## config.mk

```make
export PLATFORM = sky130hd
export DESIGN_NAME = ppbuf_top
export DESIGN_NICKNAME = d
export VERILOG_FILES = /design/src/rtl/ppbuf_pkg.sv /design/src/rtl/ppbuf_arb.sv /design/src/rtl/ppbuf_fifo.sv /design/src/rtl/ppbuf_top.sv
export SDC_FILE = /design/constraint.sdc
export NUM_CORES = 1
export LEC_CHECK = 0
export ABC_AREA = 1
export BUFFER_PORTS_ARGS = -buffer_cell sky130_fd_sc_hd__buf_4
export CAP_MARGIN = 20
export CELL_PAD_IN_SITES_DETAIL_PLACEMENT = 1
export CELL_PAD_IN_SITES_GLOBAL_PLACEMENT = 1
export CORE_ASPECT_RATIO = 0.8
export CORE_MARGIN = 3
export CORE_UTILIZATION = 45
export DETAILED_ROUTE_END_ITERATION = 8
export PLACE_DENSITY = 0.94
export SYNTH_ARGS = -nofsm -noshare
export SYNTH_HDL_FRONTEND = slang
export SYNTH_HIERARCHICAL = 1
export SYNTH_SLANG_ARGS = --single-unit
```

## constraint.sdc

```tcl
create_clock -name clk_i -period 3.3 [get_ports clk_i]
set_input_delay 0.33 -clock clk_i [delete_from_list [all_inputs] [get_ports clk_i]]
set_output_delay 0.33 -clock clk_i [all_outputs]
set_load 0.03 [all_outputs]
```

## src/rtl/ppbuf_pkg.sv

```systemverilog
package ppbuf_pkg;

  typedef enum logic [1:0] {
    FILL_EMPTY = 2'b00,
    FILL_PART  = 2'b01,
    FILL_FULL  = 2'b11
  } fill_e;

  function automatic fill_e fill_code(int unsigned cnt, int unsigned depth);
    if (cnt == 0)          return FILL_EMPTY;
    else if (cnt >= depth) return FILL_FULL;
    else                   return FILL_PART;
  endfunction

endpackage

```

## src/rtl/ppbuf_arb.sv

```systemverilog
// Fixed-priority share of one buffer port between two requesters; a wins.
module ppbuf_arb (
  input  logic a_req_i,
  input  logic b_req_i,
  input  logic rdy_i,
  output logic a_rdy_o,
  output logic b_rdy_o,
  output logic req_o,
  output logic b_sel_o
);
  assign a_rdy_o = rdy_i;
  assign b_rdy_o = rdy_i & ~a_req_i;
  assign req_o   = a_req_i | b_req_i;
  assign b_sel_o = ~a_req_i;
endmodule

```

## src/rtl/ppbuf_fifo.sv

```systemverilog
module ppbuf_fifo #(
  parameter int unsigned DW    = 32,
  parameter int unsigned DEPTH = 2
) (
  input  logic          clk_i,
  input  logic          rst_ni,
  input  logic          ovw_mode_i,
  input  logic          reread_mode_i,
  input  logic          push_i,
  input  logic [DW-1:0] push_data_i,
  output logic          push_rdy_o,
  input  logic          pop_i,
  output logic          pop_rdy_o,
  output logic [DW-1:0] pop_data_o,
  output logic [1:0]    stat_o
);
  import ppbuf_pkg::*;

  localparam int unsigned PTR_W = (DEPTH > 1) ? $clog2(DEPTH) : 1;
  localparam int unsigned CNT_W = $clog2(DEPTH + 1);
  localparam logic [PTR_W-1:0] PTR_MAX = PTR_W'(DEPTH - 1);
  localparam logic [CNT_W-1:0] CNT_MAX = CNT_W'(DEPTH);

  logic [DW-1:0]    mem_q [DEPTH];
  logic [DW-1:0]    last_q;
  logic [PTR_W-1:0] rd_ptr_q, wr_ptr_q, newest_ptr;
  logic [CNT_W-1:0] cnt_q;
  logic full, empty, push_acc, pop_acc, do_pop, do_app, do_ovw;

  function automatic logic [PTR_W-1:0] ptr_inc(logic [PTR_W-1:0] p);
    return (p == PTR_MAX) ? '0 : p + 1'b1;
  endfunction

  assign full       = (cnt_q == CNT_MAX);
  assign empty      = (cnt_q == '0);
  assign push_rdy_o = ~full | ovw_mode_i;
  assign pop_rdy_o  = ~empty | reread_mode_i;
  assign push_acc   = push_i & push_rdy_o;
  assign pop_acc    = pop_i & pop_rdy_o;
  assign do_pop     = pop_acc & ~empty;
  // a word leaving in the same cycle frees the slot, so a full push appends
  assign do_app     = push_acc & (~full | do_pop);
  assign do_ovw     = push_acc & full & ~do_pop;
  assign newest_ptr = (wr_ptr_q == '0) ? PTR_MAX : wr_ptr_q - 1'b1;

  assign pop_data_o = empty ? last_q : mem_q[rd_ptr_q];
  assign stat_o     = fill_code(int'(cnt_q), DEPTH);

  always_ff @(posedge clk_i or negedge rst_ni) begin
    if (!rst_ni) begin
      for (int i = 0; i < int'(DEPTH); i++) mem_q[i] <= '0;
    end else if (do_app) begin
      mem_q[wr_ptr_q] <= push_data_i;
    end else if (do_ovw) begin
      mem_q[newest_ptr] <= push_data_i;
    end
  end

  always_ff @(posedge clk_i or negedge rst_ni) begin
    if (!rst_ni) begin
      rd_ptr_q <= '0;
      wr_ptr_q <= '0;
      cnt_q    <= '0;
      last_q   <= '0;
    end else begin
      if (do_app) wr_ptr_q <= ptr_inc(wr_ptr_q);
      if (do_pop) begin
        rd_ptr_q <= ptr_inc(rd_ptr_q);
        last_q   <= mem_q[rd_ptr_q];
      end
      unique case ({do_app, do_pop})
        2'b10:   cnt_q <= cnt_q + 1'b1;
        2'b01:   cnt_q <= cnt_q - 1'b1;
        default: cnt_q <= cnt_q;
      endcase
    end
  end
endmodule

```

## src/rtl/ppbuf_top.sv

```systemverilog
module ppbuf_top #(
  parameter int unsigned DW    = 32,
  parameter int unsigned DEPTH = 2
) (
  input  logic          clk_i,
  input  logic          rst_ni,
  input  logic          cfg_we_i,
  input  logic          cfg_hang_dis_i,
  input  logic          cfg_ale_pol_i,
  input  logic          core_wr_valid_i,
  input  logic [DW-1:0] core_wr_data_i,
  output logic          core_wr_ready_o,
  input  logic          dma_wr_valid_i,
  input  logic [DW-1:0] dma_wr_data_i,
  output logic          dma_wr_ready_o,
  input  logic          core_rd_valid_i,
  output logic          core_rd_ready_o,
  input  logic          dma_rd_valid_i,
  output logic          dma_rd_ready_o,
  output logic [DW-1:0] rd_data_o,
  input  logic          xb_tx_load_i,
  output logic          xb_tx_avail_o,
  output logic [DW-1:0] tx_shift_o,
  input  logic          xb_rx_push_i,
  input  logic [DW-1:0] xb_rx_data_i,
  output logic          xb_rx_ready_o,
  input  logic          xb_ale_i,
  input  logic          xb_busy_i,
  output logic          ale_o,
  output logic [1:0]    tx_stat_o,
  output logic [1:0]    rx_stat_o,
  output logic          dma_active_o,
  output logic          bus_busy_o
);
  logic hang_q, pol_q, dma_act_q, busy_q;
  logic [DW-1:0] tx_shift_q, tx_push_data, tx_pop_data;
  logic tx_req, tx_rdy, tx_dma_sel, rx_req, rx_rdy, rx_dma_sel;

  always_ff @(posedge clk_i or negedge rst_ni) begin
    if (!rst_ni) begin
      hang_q    <= 1'b0;
      pol_q     <= 1'b0;
      dma_act_q <= 1'b0;
      busy_q    <= 1'b0;
    end else begin
      if (cfg_we_i) begin
        hang_q <= cfg_hang_dis_i;
        pol_q  <= cfg_ale_pol_i;
      end
      dma_act_q <= dma_wr_valid_i | dma_rd_valid_i;
      busy_q    <= xb_busy_i | xb_ale_i;
    end
  end

  // transmit side: core/DMA write in, bus side pops into shift register
  ppbuf_arb u_tx_arb (
    .a_req_i (core_wr_valid_i),
    .b_req_i (dma_wr_valid_i),
    .rdy_i   (tx_rdy),
    .a_rdy_o (core_wr_ready_o),
    .b_rdy_o (dma_wr_ready_o),
    .req_o   (tx_req),
    .b_sel_o (tx_dma_sel)
  );

  assign tx_push_data = tx_dma_sel ? dma_wr_data_i : core_wr_data_i;

  ppbuf_fifo #(.DW(DW), .DEPTH(DEPTH)) u_tx_fifo (
    .clk_i         (clk_i),
    .rst_ni        (rst_ni),
    .ovw_mode_i    (hang_q),
    .reread_mode_i (1'b0),
    .push_i        (tx_req),
    .push_data_i   (tx_push_data),
    .push_rdy_o    (tx_rdy),
    .pop_i         (xb_tx_load_i),
    .pop_rdy_o     (xb_tx_avail_o),
    .pop_data_o    (tx_pop_data),
    .stat_o        (tx_stat_o)
  );

  always_ff @(posedge clk_i or negedge rst_ni) begin
    if (!rst_ni)                             tx_shift_q <= '0;
    else if (xb_tx_load_i && xb_tx_avail_o)  tx_shift_q <= tx_pop_data;
  end
  assign tx_shift_o = tx_shift_q;

  // receive side: bus side pushes, core/DMA read out
  ppbuf_arb u_rx_arb (
    .a_req_i (core_rd_valid_i),
    .b_req_i (dma_rd_valid_i),
    .rdy_i   (rx_rdy),
    .a_rdy_o (core_rd_ready_o),
    .b_rdy_o (dma_rd_ready_o),
    .req_o   (rx_req),
    .b_sel_o (rx_dma_sel)
  );

  ppbuf_fifo #(.DW(DW), .DEPTH(DEPTH)) u_rx_fifo (
    .clk_i         (clk_i),
    .rst_ni        (rst_ni),
    .ovw_mode_i    (1'b0),
    .reread_mode_i (hang_q),
    .push_i        (xb_rx_push_i),
    .push_data_i   (xb_rx_data_i),
    .push_rdy_o    (xb_rx_ready_o),
    .pop_i         (rx_req),
    .pop_rdy_o     (rx_rdy),
    .pop_data_o    (rd_data_o),
    .stat_o        (rx_stat_o)
  );

  // both readers share one data path; the grant only steers the ready outputs
  logic rx_sel_unused;
  assign rx_sel_unused = rx_dma_sel;

  assign ale_o        = xb_ale_i ^ pol_q;
  assign dma_active_o = dma_act_q;
  assign bus_busy_o   = busy_q;
endmodule

```

Word level (Yosys, flattened, before mapping). Index checks and enable logic that the tools add are counted.

Add/subtract/negate cells: 10. Magnitude comparators: 12. Multiplexer cells: 37. Equality and inequality tests: 6. Reductions and logical operators: 11. Bitwise logic cells: 37.

Operator list (count): 2-to-1 mux 32 bit (13); bitwise mux 64 bit (4); 2-to-1 mux 64 bit (4); demux 32 bit (select 1 bit) (4); greater-or-equal comparator 2 bit (second input constant) (8); bitwise AND 1 bit (14); NOT 1 -> 2 bit (6); == test 2 bit (second input constant) (4); less-than comparator 2 x 1 -> 1 bit (second input constant) (4); 2-to-1 mux 2 bit (4); NOT 1 bit (8); OR 1 bit (8); case mux 2 bit (2 select lines) (2); nonzero test 2 bit (4); 2-to-1 mux 1 bit (6); logical AND 1 bit (5); adder 1 bit (second input constant) (4); adder 2 x 1 -> 2 bit (second input constant) (2); == test 2 x 1 -> 1 bit (second input constant) (2); logical NOT 2 bit (2); subtractor 2 x 1 -> 2 bit (second input constant) (2); subtractor 1 bit (second input constant) (2); bitwise XOR 1 bit (1).

Input bits: 109. Register bits after elaboration: 236. Word-level logic and storage cells: 130.

Longest topological paths before layout.
Depth in word-level cells: 10. Depth in mapped cells: 10. Mapped depth without buffers: 9.

By module. The synthesis kept the hierarchy.

Modules (own cells, without submodules): ppbuf_fifo (u_tx_fifo) (cells an instance 617, instances 1, area each 5042.3 um^2); ppbuf_fifo (u_rx_fifo) (cells an instance 616, instances 1, area each 4725.8 um^2); ppbuf_top (cells an instance 260, instances 1, area each 1988.2 um^2); ppbuf_arb (cells an instance 6, instances 2, area each 28.8 um^2).

Worst setup path before layout. Ideal clock, no wire load.

Path kind: reg-to-output. Start point: register u_rx_fifo.cnt_q[1]. End point: output rd_data_o[22]. Cell stages (with the launch flop): 6. Arrival time: 1810 ps. Path slack: 1160 ps. Cell sequence: dfrtp_1 nor2_1 inv_1 buf_2 clkbuf_1 o21ai_0.

Cells in the longest elaborated chain, start to end: 2.

RTL lines: from (decl) (RTL line ppbuf_fifo.sv:27) `logic [CNT_W-1:0] cnt_q;`; from (signal assigned) (RTL line ppbuf_fifo.sv:72) `2'b10: cnt_q <= cnt_q + 1'b1;`; from (signal assigned) (RTL line ppbuf_fifo.sv:73) `2'b01: cnt_q <= cnt_q - 1'b1;`; from (signal assigned) (RTL line ppbuf_fifo.sv:74) `default: cnt_q <= cnt_q;`; logical NOT 2 bit (RTL line ppbuf_fifo.sv:35) `assign empty = (cnt_q == '0);`; 2-to-1 mux 32 bit (RTL line ppbuf_fifo.sv:46) `assign pop_data_o = empty ? last_q : mem_q[rd_ptr_q];`; to (decl) (RTL line ppbuf_top.sv:20) `output logic [DW-1:0] rd_data_o,`.

Every way passes these cells.

Worst setup path after layout.
Start point: register u_rx_fifo.cnt_q[1]. End point: output rd_data_o[2].

The elaborated chain is that of the path after synthesis.

==> key figures <==
Run status
  • Status: finished, final reports clean

GRT
  • Grt ovf: 0
  • GR Util met2: a little over two fifths
  • First-pass GRT wire length: 56600 µm
  • Met1 Use GR: between 30% and 40%
  • Vias in the first global route: around 11000
  • Grt met3 use: 2.98%
  • Busiest metal layer after global routing: met2
  • Gr usage total: 24.3%
  • Antenna violations before repair: 0
  • Largest net degree at the start of global routing: 105

Clocking
  • Clock Latency Late Sink: approximately 520 ps
  • Clock Path Buffers: 3
  • Root Buffer: clkbuf_16
  • CTS clock-pin slew for the worst setup and hold paths: 60 ps
  • CTS tree: yes
  • Setup repair bufs after CTS: 0
  • CTS buffer count: 26
  • CTS Sinks: 236
  • H-tree levels: 1

Worst setup path
  • Worst-path cell chain: nor2_1 > inv_2 > nand2_1 > o21ai_0 > buf_4
  • Slowest cell on crit path: inv_2
  • Worst setup EP type: primary output
  • Worst EP required: between 2000 and 3000 ps
  • WS Path Type: reg -> out
  • Critical Path Max Stage Delay: around 700 ps
  • R2r setup slk: 1270 ps
  • Critical Path AT: 2370 ps
  • Top delay family on crit path: buffers and inverters
  • CP max FO: 66
  • Crit path launch type: flop
  • Crit path buffers/inverters: 2

Logic synthesis
  • Synth Register Bits: 236
  • Cells after Synth: 1505
  • Syn. warnings: 6
  • Post-Syn Area per Cell: 7.85 µm²
  • Sequential area share after synthesis: between 40% and 50%
  • Post-Syn Area: 0.0118 mm²
  • Netlist cell types: 30

Die
  • Row cnt: between 50 and 60
  • I/O pin cnt: 186
  • Core Area: 0.0256 mm²
  • Die X: 187 µm
  • Initial core utilization: 46.2%
  • Die area: 0.0282 mm²
  • Die height: 151 µm

Timing
  • Setup-failing EPs final: 0
  • Worst Tran Pin Value: 968 ps
  • Fin crit share: 81.7%
  • FMAX: 371 MHz
  • RSZ-0062 raised after global routing: no
  • Crit path time final: 2700 ps
  • Final setup margin: 604 ps
  • Setup TNS: 0 ps
  • Relative slew slack: 35.5%
  • Max Slew Vio Count: 0
  • Final hold viol count: 0
  • Clk_skew: approximately 10 ps

Place
  • Pre-CTS worst setup slack: between 1000 and 1500 ps
  • HPWL after DPL: between 20000 and 25000 µm
  • Area after DPL: 0.0131 mm²
  • Routability cong.: 0.730
  • Port bufs: 185

Final layout
  • Syn-to-layout area delta: 18.1%
  • Fillers: 3169
  • Layout cells sized above 1: 18.1%
  • Inserted Diodes: 0
  • Final instance area: ~0.014 mm²
  • Finished Core Util: 54.6%
  • Fin nets: 1747

Detailed routing
  • Number of nets with antenna violations after routing: 0
  • Via count: 10500
  • Drt wl/cell: 17.1 µm
  • First drt pass iteration count: 5
  • Post-Route WL: 34400 µm
  • Vias per Instance: 5.22
  • DRT iter0 DRCs: 677
  • DRC viols: 0

Power and ir drop
  • Static Leak: around 7.5 nW
  • Total power: 14.5 mW
  • Worst vdd ir: 435 µV
  • Pwr dens: 1040 mW/mm²

Hold path
  • Min-Delay Path Class: in -> reg

Run
  • MaxCap Viol Count: 0
[tightest hold or removal path, cell delays in order]
cell     delay [ps]
buf_4            80
nand2_1          40
o21ai_0          60
[layout make-up]
cell class	instances	area, µm²	share of cell area [%]
timing repair buffer	204	1570	11.3
sequential	236	5910	42.3
clock buffer	40	785	5.62
tap	351	439	3.15
multi-input combinational	1050	4730	33.9
clock inverter	8	73.8	0.529
inverter	118	445	3.19
[synth_stat cells]
cell	instances	area [µm²]
nand2_1	670	2510
nand3_1	146	731
nand2_2	14	87.6
a21oi_1	2	10.0
xor2_1	2	17.5
nand3_2	19	190
dlygate4sd1_1	1	8.76
nand2_8	3	60.1
buf_12	3	60.1
inv_1	112	420
buf_8	2	30.0
conb_1	1	3.75
nand3b_2	1	11.3
dfrtp_1	236	5910
xnor2_1	4	35.0
nand2_4	3	33.8
ha_1	2	25.0
nand3_4	4	70.1
clkbuf_1	24	90.1
or2_2	4	25.0
nand4_1	2	12.5
nand4_4	2	42.5
buf_6	22	248
o21ai_0	136	681
inv_4	1	6.26
buf_4	25	188
inv_2	5	18.8
buf_2	25	125
o21ai_1	28	140
nor2_1	6	22.5
[layer usage]
layer | wire (µm) | share of wire, %
met5 | 0 | 0
met4 | 727 | 2.1
met3 | 1750 | 5.1
met2 | 17000 | 49
met1 | 14900 | 43
[placed cells by master, fill, tap and decap left out, drive strengths merged, types with 2 or more instances in the layout]
master	n
nand2	690
conb	2
nand4	4
o21ai	164
inv	119
xor2	2
clkinv	5
ha	2
a21oi	2
or2	4
dfrtp	236
nand3	169
xnor2	4
buf	200
nor2	6
dlygate4sd3	4
clkbuf	40
[sequential cells by signal (all words and copies together), names as in the netlist]
signal / cells
bus_busy_o: 1
dma_active_o: 1
hang_q: 1
pol_q: 1
tx_shift_o: 32
u_rx_fifo/cnt_q: 2
u_rx_fifo/last_q: 32
u_rx_fifo/mem_q: 64
u_rx_fifo/rd_ptr_q: 1
u_rx_fifo/wr_ptr_q: 1
u_tx_fifo/cnt_q: 2
u_tx_fifo/last_q: 32
u_tx_fifo/mem_q: 64
u_tx_fifo/rd_ptr_q: 1
u_tx_fifo/wr_ptr_q: 1
[worst paths after layout]
check | start | end | depth (start not counted)
setup / recovery | u_rx_fifo/cnt_q[1]$_DFFE_PN0P_ | rd_data_o[2] | 5
min in group asynchronous | rst_ni | u_rx_fifo/last_q[23]$_DFFE_PN0P_ | 2
max in group asynchronous | rst_ni | u_rx_fifo/mem_q[24]$_DFFE_PN0P_ | 3
hold reg to reg | u_tx_fifo/mem_q[48]$_DFFE_PN0P_ | u_tx_fifo/mem_q[48]$_DFFE_PN0P_ | 2
hold / removal | cfg_ale_pol_i | pol_q$_DFFE_PN0P_ | 3
setup reg to reg | u_tx_fifo/cnt_q[1]$_DFFE_PN0P_ | tx_shift_o[18]$_DFFE_PN0P_ | 6
[report_power, final]
group          switching [mW]  total [mW]  internal, mW
registers               0.647        4.72          4.08
logic                    4.85        6.90          2.05
clock network            1.18        2.90          1.72
[cells by family after synthesis]
family,synth area share [%]
DFF,50.0
adders and majority gates,0.212
buffers and inverters,10.1
other,0.0317
and+or+nand+nor,32.2
AOI/OAI and AO/OA,7.03
xor gates and xnor gates,0.445
[stage by stage]
stage / std cells / hold slack [ps]
after global placement: 1955 / 432
after floorplan: 1506 / 34.4
after detailed placement: 1955 / 435
after CTS: 2007 / 4.74
final: 2007 / 23.3
after global routing: 2007 / 21.8
[what timing repair did]
action | 4_1_cts | 5_1_grt
endpoints found under the hold margin | 102 | 0
gates resized for setup | 0 | 0
hold buffers | 4 | 0
(Power assumes the default switching activity.)
